`src/rtl/cmdbuf_pkg.sv`:
```
package cmdbuf_pkg;

    typedef enum logic {ST_READY, ST_BUSY} cmd_state_t;
    typedef enum logic {LOC_FREE, LOC_HELD} loc_state_t;

    localparam logic [11:0] OFS_LOCSTATE = 12'h000;
    localparam logic [11:0] OFS_LOCCTRL  = 12'h008;
    localparam logic [11:0] OFS_LOCSTS   = 12'h00C;
    localparam logic [11:0] OFS_IFID     = 12'h030;
    localparam logic [11:0] OFS_IFID2    = 12'h034;
    localparam logic [11:0] OFS_CTLREQ   = 12'h040;
    localparam logic [11:0] OFS_CTLSTS   = 12'h044;
    localparam logic [11:0] OFS_CANCEL   = 12'h048;
    localparam logic [11:0] OFS_START    = 12'h04C;
    localparam logic [11:0] OFS_CMDSZ    = 12'h058;
    localparam logic [11:0] OFS_CMDADR   = 12'h05C;
    localparam logic [11:0] OFS_RSPSZ    = 12'h064;
    localparam logic [11:0] OFS_RSPADR   = 12'h068;

    localparam logic [31:0] CODE_CMD_READY = 32'h1;
    localparam logic [31:0] CODE_GO_IDLE   = 32'h2;
    localparam logic [31:0] CODE_INVOKE    = 32'h1;
    localparam logic [31:0] CODE_LOC_REQ   = 32'h1;
    localparam logic [31:0] CODE_LOC_REL   = 32'h2;

    localparam logic [3:0] ACTIVE_LOC = 4'd0;

    function automatic logic [31:0] ifid_word();
        logic [31:0] w;
        w        = '0;
        w[3:0]   = 4'd1;   // interface type: active
        w[7:4]   = 4'd1;   // interface version
        w[8]     = 1'b0;   // locality 0 only
        w[9]     = 1'b0;   // no idle bypass
        w[11:10] = 2'b11;  // 64-byte transfers
        w[12]    = 1'b0;   // no FIFO
        w[14]    = 1'b1;   // CRB supported
        w[18:17] = 2'd1;   // selector
        w[27:24] = 4'd0;   // revision
        return w;
    endfunction

endpackage

```
`src/rtl/cmdbuf_bus_decode.sv`:
```
module cmdbuf_bus_decode
    import cmdbuf_pkg::*;
#(
    parameter int ADDR_W = 16
) (
    input  logic              wr_en,
    input  logic [ADDR_W-1:0] addr,
    input  logic [1:0]        len,
    input  logic [31:0]       wdata,
    output logic              hit_cmd_ready,
    output logic              hit_go_idle,
    output logic              hit_start,
    output logic              hit_cancel,
    output logic              hit_loc_req,
    output logic              hit_loc_rel,
    output logic [3:0]        wr_loc
);
    logic [31:0] lane_mask;
    logic [31:0] val;
    logic [11:0] ofs;

    always_comb begin
        unique case (len)
            2'd0: lane_mask = 32'h0000_00FF;
            2'd1: lane_mask = 32'h0000_FFFF;
            2'd2: lane_mask = 32'h00FF_FFFF;
            default: lane_mask = 32'hFFFF_FFFF;
        endcase
    end

    assign val    = wdata & lane_mask;
    assign ofs    = addr[11:0];
    assign wr_loc = addr[ADDR_W-1:ADDR_W-4];

    assign hit_cmd_ready = wr_en && ofs == OFS_CTLREQ  && val == CODE_CMD_READY;
    assign hit_go_idle   = wr_en && ofs == OFS_CTLREQ  && val == CODE_GO_IDLE;
    assign hit_start     = wr_en && ofs == OFS_START   && val == CODE_INVOKE;
    assign hit_cancel    = wr_en && ofs == OFS_CANCEL  && val == CODE_INVOKE;
    assign hit_loc_req   = wr_en && ofs == OFS_LOCCTRL && val == CODE_LOC_REQ;
    assign hit_loc_rel   = wr_en && ofs == OFS_LOCCTRL && val == CODE_LOC_REL;

    always_comb begin
        assert ($onehot0({hit_cmd_ready, hit_go_idle, hit_start,
                          hit_cancel, hit_loc_req, hit_loc_rel}))
            else $error("assert_single_hit_R11");
    end
endmodule

```
`src/rtl/cmdbuf_loc_fsm.sv`:
```
module cmdbuf_loc_fsm
    import cmdbuf_pkg::*;
(
    input  logic clk,
    input  logic rst_n,
    input  logic hit_loc_req,
    input  logic hit_loc_rel,
    output logic held,
    output logic granted,
    output logic seized
);
    loc_state_t state, state_nx;

    always_comb begin
        state_nx = state;
        unique case (state)
            LOC_FREE: if (hit_loc_req) state_nx = LOC_HELD;  // ACQUIRE
            LOC_HELD: if (hit_loc_rel) state_nx = LOC_FREE;  // RELEASE
        endcase
    end

    always_ff @(posedge clk) begin
        if (!rst_n) state <= LOC_FREE;
        else        state <= state_nx;
    end

    always_ff @(posedge clk) begin
        if (!rst_n) begin
            granted <= 1'b0;
            seized  <= 1'b0;
        end else if (hit_loc_req) begin
            granted <= 1'b1;
            seized  <= 1'b0;
        end else if (hit_loc_rel) begin
            granted <= 1'b0;
        end
    end

    assign held = (state == LOC_HELD);

    assert_release_R3: assert property (@(posedge clk) disable iff (!rst_n)
        hit_loc_rel |=> (!held && !granted));
    assert_acquire_R3: assert property (@(posedge clk) disable iff (!rst_n)
        hit_loc_req |=> (held && granted && !seized));
endmodule

```
`src/rtl/cmdbuf_cmd_fsm.sv`:
```
module cmdbuf_cmd_fsm
    import cmdbuf_pkg::*;
(
    input  logic       clk,
    input  logic       rst_n,
    input  logic       hit_start,
    input  logic       hit_cancel,
    input  logic       hit_cmd_ready,
    input  logic       hit_go_idle,
    input  logic       loc_held,
    input  logic [3:0] wr_loc,
    input  logic       done_i,
    input  logic       err_i,
    output logic       busy,
    output logic       idle_sts,
    output logic       fatal_sts,
    output logic       req_o,
    output logic       cancel_o
);
    cmd_state_t state, state_nx;
    logic       start_ok;

    assign start_ok = hit_start && loc_held && (wr_loc == ACTIVE_LOC);

    always_comb begin
        state_nx = state;
        unique case (state)
            ST_READY: if (start_ok) state_nx = ST_BUSY;   // LAUNCH
            ST_BUSY:  if (done_i)   state_nx = ST_READY;  // FINISH
        endcase
    end

    always_ff @(posedge clk) begin
        if (!rst_n) state <= ST_READY;
        else        state <= state_nx;
    end

    always_ff @(posedge clk) begin
        if (!rst_n) begin
            req_o     <= 1'b0;
            cancel_o  <= 1'b0;
            fatal_sts <= 1'b0;
            idle_sts  <= 1'b1;
        end else begin
            req_o    <= (state == ST_READY) && start_ok;
            cancel_o <= (state == ST_BUSY) && hit_cancel;
            if ((state == ST_BUSY) && done_i && err_i) fatal_sts <= 1'b1;
            if (hit_cmd_ready)    idle_sts <= 1'b0;
            else if (hit_go_idle) idle_sts <= 1'b1;
        end
    end

    assign busy = (state == ST_BUSY);

    assert_launch_busy_R5: assert property (@(posedge clk) disable iff (!rst_n)
        req_o |-> busy);
    assert_req_pulse_R5: assert property (@(posedge clk) disable iff (!rst_n)
        req_o |=> !req_o);
    assert_cancel_inflight_R7: assert property (@(posedge clk) disable iff (!rst_n)
        cancel_o |-> $past(busy));
    assert_finish_R8: assert property (@(posedge clk) disable iff (!rst_n)
        (busy && done_i) |=> !busy);
    assert_ignore_done_R9: assert property (@(posedge clk) disable iff (!rst_n)
        (!busy && done_i) |=> $stable(fatal_sts));
    assert_no_relaunch_R6: assert property (@(posedge clk) disable iff (!rst_n)
        (busy && !done_i) |=> (busy && !req_o));
endmodule

```
`src/rtl/cmdbuf_ctrl_regs.sv`:
```
module cmdbuf_ctrl_regs
    import cmdbuf_pkg::*;
#(
    parameter int          ADDR_W      = 16,
    parameter logic [31:0] WIN_BASE    = 32'hFED4_0000,
    parameter logic [31:0] WIN_SIZE    = 32'h0000_1000,
    parameter logic [31:0] DATA_OFS    = 32'h0000_0080,
    parameter logic [15:0] VENDOR_CODE = 16'h1014
) (
    input  logic              clk,
    input  logic              rst_n,
    input  logic [ADDR_W-1:0] bus_addr,
    input  logic              bus_wr,
    input  logic [1:0]        bus_len,
    input  logic [31:0]       bus_wdata,
    output logic [31:0]       bus_rdata,
    input  logic              est_flag,
    output logic              be_req,
    output logic              be_cancel,
    input  logic              be_done,
    input  logic              be_err
);
    localparam logic [31:0] BUF_SIZE = WIN_SIZE - DATA_OFS;
    localparam logic [31:0] BUF_ADDR = WIN_BASE + DATA_OFS;

    logic       hit_cmd_ready, hit_go_idle, hit_start, hit_cancel;
    logic       hit_loc_req, hit_loc_rel;
    logic [3:0] wr_loc;
    logic       held, granted, seized;
    logic       busy, idle_sts, fatal_sts;
    logic [31:0] word;

    cmdbuf_bus_decode #(.ADDR_W(ADDR_W)) u_dec (
        .wr_en(bus_wr), .addr(bus_addr), .len(bus_len), .wdata(bus_wdata),
        .hit_cmd_ready(hit_cmd_ready), .hit_go_idle(hit_go_idle),
        .hit_start(hit_start), .hit_cancel(hit_cancel),
        .hit_loc_req(hit_loc_req), .hit_loc_rel(hit_loc_rel),
        .wr_loc(wr_loc)
    );

    cmdbuf_loc_fsm u_loc (
        .clk(clk), .rst_n(rst_n),
        .hit_loc_req(hit_loc_req), .hit_loc_rel(hit_loc_rel),
        .held(held), .granted(granted), .seized(seized)
    );

    cmdbuf_cmd_fsm u_cmd (
        .clk(clk), .rst_n(rst_n),
        .hit_start(hit_start), .hit_cancel(hit_cancel),
        .hit_cmd_ready(hit_cmd_ready), .hit_go_idle(hit_go_idle),
        .loc_held(held), .wr_loc(wr_loc),
        .done_i(be_done), .err_i(be_err),
        .busy(busy), .idle_sts(idle_sts), .fatal_sts(fatal_sts),
        .req_o(be_req), .cancel_o(be_cancel)
    );

    always_comb begin
        word = '0;
        unique case ({bus_addr[11:2], 2'b00})
            OFS_LOCSTATE: begin
                word[0]    = ~est_flag;
                word[1]    = held;
                word[7]    = 1'b1;
                word[15:8] = held ? {4'd0, ACTIVE_LOC} : 8'hFF;
            end
            OFS_LOCSTS:  word[1:0] = {seized, granted};
            OFS_IFID:    word      = ifid_word();
            OFS_IFID2:   word      = {16'd0, VENDOR_CODE};
            OFS_CTLSTS:  word[1:0] = {idle_sts, fatal_sts};
            OFS_START:   word[0]   = busy;
            OFS_CMDSZ, OFS_RSPSZ:   word = BUF_SIZE;
            OFS_CMDADR, OFS_RSPADR: word = BUF_ADDR;
            default:     word      = '0;
        endcase
    end

    assign bus_rdata = word >> {bus_addr[1:0], 3'b000};

    assert_active_loc_R4: assert property (@(posedge clk) disable iff (!rst_n)
        (bus_addr[11:0] == OFS_LOCSTATE && !held) |-> (bus_rdata[15:8] == 8'hFF));
    assert_est_bit_R10: assert property (@(posedge clk) disable iff (!rst_n)
        (bus_addr[11:0] == OFS_LOCSTATE) |-> (bus_rdata[0] == !est_flag));
endmodule

```
`config.mk`:
```
export PLATFORM = sky130hd
export DESIGN_NAME = cmdbuf_ctrl_regs
export DESIGN_NICKNAME = d
export VERILOG_FILES = /design/src/rtl/cmdbuf_pkg.sv /design/src/rtl/cmdbuf_bus_decode.sv /design/src/rtl/cmdbuf_loc_fsm.sv /design/src/rtl/cmdbuf_cmd_fsm.sv /design/src/rtl/cmdbuf_ctrl_regs.sv
export SDC_FILE = /design/constraint.sdc
export NUM_CORES = 1
export LEC_CHECK = 0
export ABC_CLOCK_PERIOD_IN_PS = 2000
export BUFFER_PORTS_ARGS = -buffer_cell sky130_fd_sc_hd__buf_2
export CAP_MARGIN = 10
export CORE_ASPECT_RATIO = 1.2
export CORE_MARGIN = 2
export CORE_UTILIZATION = 37
export CTS_CLUSTER_DIAMETER = 40
export DETAILED_ROUTE_END_ITERATION = 6
export PLACE_DENSITY = 0.85
export SYNTH_ARGS = -nofsm -noshare
export SYNTH_HDL_FRONTEND = slang
export SYNTH_HIERARCHICAL = 1
export SYNTH_SLANG_ARGS = --single-unit
```
`constraint.sdc`:
```
create_clock -name clk -period 2 [get_ports clk]
set_input_delay 0.2 -clock clk [delete_from_list [all_inputs] [get_ports clk]]
set_output_delay 0.2 -clock clk [all_outputs]
set_load 0.02 [all_outputs]
```
* Word-level counts from Yosys, hierarchy flattened
Cells that the tools add are included.
** Storage, ports and cells
- Register bits :: 7
- Output and inout port bits :: 34
- Logic and storage cells :: 69
** Cells by class
- Eq/ne operators :: 17
- Shift-type cells :: 1
- Multiplexer cells :: 17
- Bitwise gates (word level) :: 4
- Reductions and logical operators :: 23
** Operator list (number)
- 32-bit case mux with 3 select lines :: 1
- 10-bit by 5-bit equality test with 1-bit output, second input constant :: 6
- 9-bit case mux with 5 select lines :: 1
- 12-bit by 7-bit equality test with 1-bit output, second input constant :: 3
- 32-bit bitwise AND :: 1
- 32-bit by 1-bit equality test with 1-bit output, second input constant :: 1
- 32-bit by 2-bit equality test with 1-bit output, second input constant :: 1
- 16-bit case mux with 2 select lines :: 1
- 32-bit by 5-bit right shift with 32-bit output :: 1
- 10-bit by 4-bit equality test with 1-bit output, second input constant :: 2
- 1-bit logical AND :: 16
- 12-bit by 4-bit equality test with 1-bit output, second input constant :: 1
- 10-bit by 2-bit equality test with 1-bit output, second input constant :: 1
- 10-bit zero test :: 1
- 1-bit two-way mux :: 8
- 8-bit two-way mux :: 1
- 1-bit case mux with 2 select lines :: 3
- 3-bit case mux with 2 select lines :: 1
- 1-bit case mux with 5 select lines :: 1
- 4-bit zero test :: 1
- 2-bit nonzero test :: 2
- 2-bit OR reduction :: 2
- 1-bit inverter :: 3
- 2-bit by 1-bit equality test with 1-bit output, second input constant :: 1
- 2 further kinds :: 2

* Depth between registers and ports, before layout
Gate-level depths: netlist of run 1.
- Depth after elaboration :: 9
- Mapped depth :: 7

* Hierarchy
The synthesis of run 1 kept the hierarchy.
** By module, submodules not included
- cmdbuf_ctrl_regs :: times used 1, cells an instance 118, area each 732.0 um2
- cmdbuf_bus_decode :: times used 1, cells an instance 37, area each 230.2 um2
- cmdbuf_cmd_fsm :: times used 1, cells an instance 15, area each 172.7 um2
- cmdbuf_loc_fsm :: times used 1, cells an instance 8, area each 78.8 um2

* Worst setup path after synthesis of run 1
No wires, ideal clock.
- Path type :: in2out
- Start :: input bus_addr[2]
- End :: output bus_rdata[26]
- Arrival :: 2248 ps
- Path slack :: -448 ps
- Cell stages on the path :: 5
- Path buffers :: 2
- Cells stage by stage :: buf_6 or3b_1 a2111o_1 nor3_1 buf_4
** On the way
- Cells in the longest elaborated chain, start to end :: 4
** Ends and longest elaborated chain
- from (decl) :: RTL line cmdbuf_ctrl_regs.sv:12 : input logic [ADDR_W-1:0] bus_addr,
- 10-bit by 5-bit equality test with 1-bit output :: RTL line cmdbuf_ctrl_regs.sv:59 : unique case ({bus_addr[11:2], 2'b00})
- 2-bit OR reduction :: RTL line cmdbuf_ctrl_regs.sv:59
- 9-bit case mux with 5 select lines or 16-bit case mux with 2 select lines (tied branches) :: RTL line cmdbuf_ctrl_regs.sv:59
- 32-bit by 5-bit right shift with 32-bit output * :: RTL line cmdbuf_ctrl_regs.sv:77 : assign bus_rdata = word >> {bus_addr[1:0], 3'b000};
- to (decl) :: RTL line cmdbuf_ctrl_regs.sv:16 : output logic [31:0] bus_rdata,
Every way passes the cells marked *; elsewhere a longest branch is shown, timed or not.

* Worst setup path in the final report of run 1
- Start :: input bus_addr[2]
- End :: output bus_rdata[9]
Same word-level chain as after synthesis.

==> impl_metrics.json, run 1 <==
{
  "outcome": "finished with violations",
  "failed_checks": "negative setup slack",
  "cts_tree": "built",
  "r2r_slack_ns": 0.82,
  "synth_xor_area_frac": 0,
  "gp_congestion": 0.8813,
  "stdcell_area_um2": 1879,
  "drt_pre_antenna_iters": 4,
  "setup_viol": 5,
  "dr_total_vias": 1712,
  "placed_cells_incl_taps": 302,
  "syn-cell-area_um2": 1214,
  "path_clk_slew_ns": 0.05,
  "numClockSinks": 7,
  "diodes": 0,
  "worstHoldPathCells": 2,
  "io_pins": 90,
  "gr-total-overflow": 0,
  "synthSimpleGateAreaFrac": 0.4330,
  "wl_per_cell_um": 12.34,
  "async_flop_share": 0,
  "synth-compound-area-share": 0.2722,
  "io_buffer_count": 87,
  "synth_cell_types": 51,
  "synth_top_family_by_area": "simple AND/OR/NAND/NOR gates",
  "fin_crit_ns": 2.050,
  "post_dp_cell_area_um2": 1754,
  "holdWs_ns": 0.1523,
  "cp_max_fo": 5,
  "coreArea_um2": 3110,
  "drv_slew": 0,
  "final_cell_count_no_fill": 306,
  "gr-usage-all-layers": 0.1985,
  "timing.fmax_mhz": 487.7,
  "vias_per_cell": 5.595,
  "ys_warn_count": 6,
  "die_h_um": 66.74,
  "finClkSkew_ns": 0.006644,
  "setup_slack_ns": -0.05038,
  "clockRootBuffer": "clkbuf_4",
  "min_path_type": "primary input to flop",
  "synth_edf_count": 0,
  "cts_htree_levels": 1,
  "cp_slowest_stage_delay_ns": 0.44,
  "postCtsHoldBufs": 0,
  "worst-path-buf-inv": 2,
  "syn_area_per_cell_um2": 6.818,
  "start_kind": "primary input",
  "final_nets": 327,
  "final-hold-violation-count": 0,
  "p_leak_nw": 0.9119,
  "crit_cells": 7,
  "rr_worst_depth": 2,
  "dp_slack_ns": -0.1369,
  "ant_nets": 0,
  "postSynthCellCount": 178,
  "drt_iter0_markers": 48,
  "die_x_um": 56.28,
  "cpMostUsedCell": "buf_6",
  "r2r_end": "u_cmd/busy$_SDFF_PN0_",
  "antenna_found_initial": 0,
  "endpoint_kind": "output pin",
  "die_area_um2": 3756,
  "drive_gt1_frac": 0.5444,
  "cpMaxStageDelayCell": "a2111o_1",
  "drc": 0,
  "arrival_ns": 1.85,
  "yosysSeqAreaShare": 0.1155,
  "cp.required_ns": 1.80,
  "synth-adder-area-share": 0.008247,
  "setup.worst_path.class": "primary input to output pin",
  "cts.path.max_buffers": 2,
  "numCtsBuffers": 3,
  "core.rowCount": 22,
  "power-per-cell-area_nw_per_um2": 253.0,
  "cpLargestDelayFamily": "simple AND/OR/NAND/NOR gates",
  "utilization": 0.6042,
  "critical_path.cell_chain": "buf_6 > or3b_4 > a2111o_1 > or3_4 > o31a_1 > o21ai_2 > buf_6",
  "cap_violations": 0,
  "grt_setup_unrepaired": "yes",
  "grt_first_pass_wirelength_um": 6127,
  "grt_pass1_vias": 1526,
  "critPathLaunch": "bus_addr[2]",
  "ys_ff_latch": 7,
  "start_util": 0.3902,
  "area_growth_syn_to_layout_pct": 54.85,
  "rr_startpoint": "u_cmd/busy$_SDFF_PN0_",
  "fill_cells": 280,
  "grt_start_max_net_pins": 21,
  "wirelength_um": 3775,
  "clkLatencyLatePin_ns": 0.25,
  "yosys_most_used_dff": "dfxtp_1",
  "endpoint": "bus_rdata[9]",
  "dp_hpwl_um": 3150,
  "period_share": 1.025,
  "peakVddDrop_mv": 0.2505,
  "synthMuxAreaShare": 0.009278
}
==> synthesized netlist by cell type (all sizes together) (4+ instances only) <==
library cell	count	area, µm²
nor2b	5	31.28
nor4	18	112.6
a31oi	4	25.02
clkbuf	8	30.03
a21oi	8	40.04
nand2	15	56.30
or2	6	40.04
dfxtp	7	140.1
buf	20	147.6
or4	4	30.03
nor2	13	48.80
nor3	5	25.02
nand3	6	30.03
o21ai	10	53.80
==> worst min path at each step <==
| stage | start | to | slack (ns) |
|---|---|---|---|
| after detailed placement | bus_addr[14] | u_cmd/req_o$_SDFF_PN0_ | 0.41 |
| after floorplan | rst_n | u_cmd/idle_sts$_SDFFE_PN1P_ | 0.28 |
| after CTS | bus_addr[14] | u_cmd/req_o$_SDFF_PN0_ | 0.15 |
| final | bus_addr[14] | u_cmd/req_o$_SDFF_PN0_ | 0.15 |
| after global routing | bus_addr[14] | u_cmd/req_o$_SDFF_PN0_ | 0.15 |
| after global placement | bus_addr[14] | u_cmd/req_o$_SDFF_PN0_ | 0.40 |
==> logic make-up (layout without fill, tap and decap cells) <==
logic type	after synthesis	after routing
other	2	3
muxes	1	1
and+or+nand+nor	91	91
adders and majority gates	1	1
buffers and inverters	31	122
DFF	7	7
AOI/OAI and AO/OA	45	45
==> sequential cells by signal, summed over array words and instances, names as in the netlist <==
name	cells
u_cmd/busy	1
u_loc/held	1
u_cmd/fatal_sts	1
u_cmd/req_o	1
u_cmd/cancel_o	1
u_loc/granted	1
u_cmd/idle_sts	1
==> layout by cell type (no fill, tap or decap), types with 4 or more instances in the layout <==
cell type,instances
a21oi_1,6
a31oi_1,4
buf_4,31
o21ai_0,4
nor4_1,16
nand2_1,15
buf_6,6
nor2b_1,5
nand3_1,6
dfxtp_1,6
o21ai_2,6
nor2_1,13
buf_2,78
or2_2,4
==> report_power, final <==
group,internal (mW),switching (mW)
combinational,0.100,0.108
clock,0.0761,0.0519
sequential,0.140,0.00000000753
==> what timing repair did <==
action	in CTS	in global routing
resized for setup	12	18
pin swaps	2	3
setup buffers	0	0
setup endpoints to repair	18	22
==> through the flow <==
stage	TNS, ns	power, mW
6_report	-0.09382	0.4755
5_1_grt	-0.6867	0.5055
4_1_cts	-0.08187	0.4673
3_5_place_dp	-0.9157	0.3365
3_3_place_gp	-0.8009	0.3327
2_1_floorplan	-0.4344	0.2396
==> layer usage <==
metal  global-route usage  share of wire  vias to the layer above
met2               0.3971           0.52                       79
met4              0.02679              0                        0
met3              0.02330          0.075                        0
met1               0.2282           0.40                      783
met5                    0              0                        -
li1                     -              -                      850
==> worst reg2reg max path, stage by stage (launching register included) <==
cell,delay [ns]
dfxtp_2,0.33
or4b_1,0.56
o41ai_2,0.20
==> area by class of cell <==
class / count / area, µm² / area share
inverters: 3 / 11.26 / 0.005992
clock buffers: 4 / 26.28 / 0.01398
well taps: 36 / 45.04 / 0.02397
multi-input cells: 141 / 964.7 / 0.5133
repair buffers: 115 / 690.7 / 0.3675
flip-flops and latches: 7 / 141.4 / 0.07523
Power figures use the tool's default switching activity.
==> inputs of run 2 (changes only) <==
--- a/config.mk
+++ b/config.mk
@@ -5,7 +5,7 @@
 export SDC_FILE = /design/constraint.sdc
 export NUM_CORES = 1
 export LEC_CHECK = 0
-export ABC_CLOCK_PERIOD_IN_PS = 2000
+export ABC_CLOCK_PERIOD_IN_PS = 1700
 export BUFFER_PORTS_ARGS = -buffer_cell sky130_fd_sc_hd__buf_2
 export CAP_MARGIN = 10
 export CORE_ASPECT_RATIO = 1.2
==> constraint.sdc (replaced) <==
create_clock -name clk -period 1.7 [get_ports clk]
set_input_delay 0.17 -clock clk [delete_from_list [all_inputs] [get_ports clk]]
set_output_delay 0.17 -clock clk [all_outputs]
set_load 0.02 [all_outputs]
==> run 2 against run 1 <==
  * The run still ends with negative setup slack left
  * Critical path type unchanged
  * First-iteration DRC count is 21% higher
  * Via count grew 4.8%
  * Hold slack got worse by 0.040 ns
  * Power is 25% higher
==> impl_metrics.json, run 2 (same netlist as run 1, synthesis figures left out) <==
{
  "outcome": "finished with violations",
  "failed_checks": "negative setup slack",
  "core.rowCount": 22,
  "numClockSinks": 7,
  "post_dp_cell_area_um2": 1942,
  "gp_congestion": 0.9105,
  "dp_slack_ns": -0.3266,
  "worstHoldPathCells": 2,
  "die_h_um": 66.74,
  "die_area_um2": 3756,
  "power-per-cell-area_nw_per_um2": 262.7,
  "final_nets": 340,
  "final_cell_count_no_fill": 319,
  "gr-total-overflow": 0,
  "wirelength_um": 4572,
  "grt_pass1_vias": 1674,
  "numCtsBuffers": 3,
  "r2r_end": "u_cmd/busy$_SDFF_PN0_",
  "cap_violations": 0,
  "grt_setup_unrepaired": "yes",
  "clockRootBuffer": "clkbuf_4",
  "cts.path.max_buffers": 2,
  "timing.fmax_mhz": 498.7,
  "fin_crit_ns": 2.005,
  "io_pins": 90,
  "layout_commonest_cell": "buf_2",
  "diodes": 0,
  "cpMaxStageDelayCell": "a2111o_1",
  "ant_nets": 0,
  "clkLatencyLatePin_ns": 0.25,
  "drc": 0,
  "min_to": "u_cmd/req_o$_SDFF_PN0_",
  "setup.worst_path.class": "primary input to output pin",
  "min_path_type": "primary input to flop",
  "postCtsHoldBufs": 0,
  "cts_tree": "built",
  "grt_start_max_net_pins": 21,
  "dr_total_vias": 1794,
  "area_growth_syn_to_layout_pct": 87.11,
  "start_kind": "primary input",
  "cts_htree_levels": 1,
  "setup_viol": 31,
  "final-hold-violation-count": 0,
  "period_share": 1.179,
  "hp-start": "bus_addr[15]",
  "antenna_found_initial": 0,
  "wl_per_cell_um": 14.33,
  "p_leak_nw": 1.048,
  "endpoint_kind": "output pin",
  "drive_gt1_frac": 0.6113,
  "drt_pre_antenna_iters": 4,
  "peakVddDrop_mv": 0.3180,
  "vias_per_cell": 5.624,
  "dp_hpwl_um": 3368,
  "mostFrequentLayoutCells": "55 x buf_2, 42 x buf_4, 29 x buf_6",
  "grt_first_pass_wirelength_um": 7176,
  "drt_iter0_markers": 58,
  "path_clk_slew_ns": 0.05,
  "arrival_ns": 1.84,
  "cp.required_ns": 1.53,
  "gr-usage-all-layers": 0.2349,
  "drv_slew": 0,
  "io_buffer_count": 87,
  "holdWs_ns": 0.1118,
  "cp_slowest_stage_delay_ns": 0.45,
  "finClkSkew_ns": 0.001838,
  "start_util": 0.3902,
  "cp_max_fo": 5,
  "placed_cells_incl_taps": 311,
  "coreArea_um2": 3110,
  "r2r_slack_ns": 0.36,
  "rr_worst_depth": 3,
  "setup_slack_ns": -0.3051,
  "die_x_um": 56.28,
  "rr_startpoint": "u_cmd/busy$_SDFF_PN0_",
  "cpMostUsedCell": "buf_6",
  "stdcell_area_um2": 2271,
  "critical_path.cell_chain": "buf_6 > or3b_4 > a2111o_1 > or3_4 > o31a_1 > o21ai_2 > buf_6"
}
run 2: critical path: cells and delay by family:
| kind | cells | cell delay [ns] |
|---|---|---|
| buf+inv | 2 | 0.22 |
| compound gates | 3 | 0.64 |
| simple gates | 2 | 0.81 |
run 2: through the flow:
stage / total power [mW] / setup TNS [ns] / util
2_1_floorplan: 0.2903 / -4.726 / -
3_3_place_gp: 0.4168 / -6.382 / 0.6243
3_5_place_dp: 0.4213 / -7.170 / 0.6243
4_1_cts: 0.5888 / -4.830 / 0.6991
5_1_grt: 0.6311 / -9.016 / 0.7301
6_report: 0.5966 / -7.186 / 0.7301
run 2: power breakdown:
group          internal, mW  switching [mW]
sequential            0.164   0.00000000765
combinational         0.136           0.143
clock                0.0897          0.0636
run 2: what timing repair did:
item / 4_1_cts / 5_1_grt
setup buffers: 3 / 1
endpoints found under the setup margin: 32 / 34
gates resized for setup: 57 / 22
cloned: 0 / 0
pin swaps: 3 / 2
run 2: layout make-up:
class | instances | area (µm²)
multi-input combinational | 141 | 1089
sequential | 7 | 142.6
tap | 36 | 45.04
fill | 232 | 839.6
clock buffer | 4 | 26.28
inverter | 3 | 11.26
timing repair buffer | 128 | 957.2
run 2: how the worst max path moves through the flow:
| stage | slack [ns] | cells after the start | startpoint | endpoint |
|---|---|---|---|---|
| 4_1_cts | -0.27 | 7 | bus_addr[2] | bus_rdata[9] |
| 6_report | -0.31 | 7 | bus_addr[2] | bus_rdata[9] |
| 3_3_place_gp | -0.30 | 7 | bus_addr[2] | bus_rdata[9] |
| 2_1_floorplan | -0.25 | 5 | bus_addr[2] | bus_rdata[20] |
| 5_1_grt | -0.37 | 7 | bus_addr[2] | bus_rdata[9] |
| 3_5_place_dp | -0.33 | 7 | bus_addr[2] | bus_rdata[10] |
run 2: metal layers:
layer | global-route usage | up-vias | wire length [µm]
met3 | 0.01942 | 16 | 271
li1 | - | 883 | -
met2 | 0.4603 | 90 | 2430
met4 | 0.09226 | 0 | 156
met5 | 0 | - | 0
met1 | 0.2587 | 805 | 1714
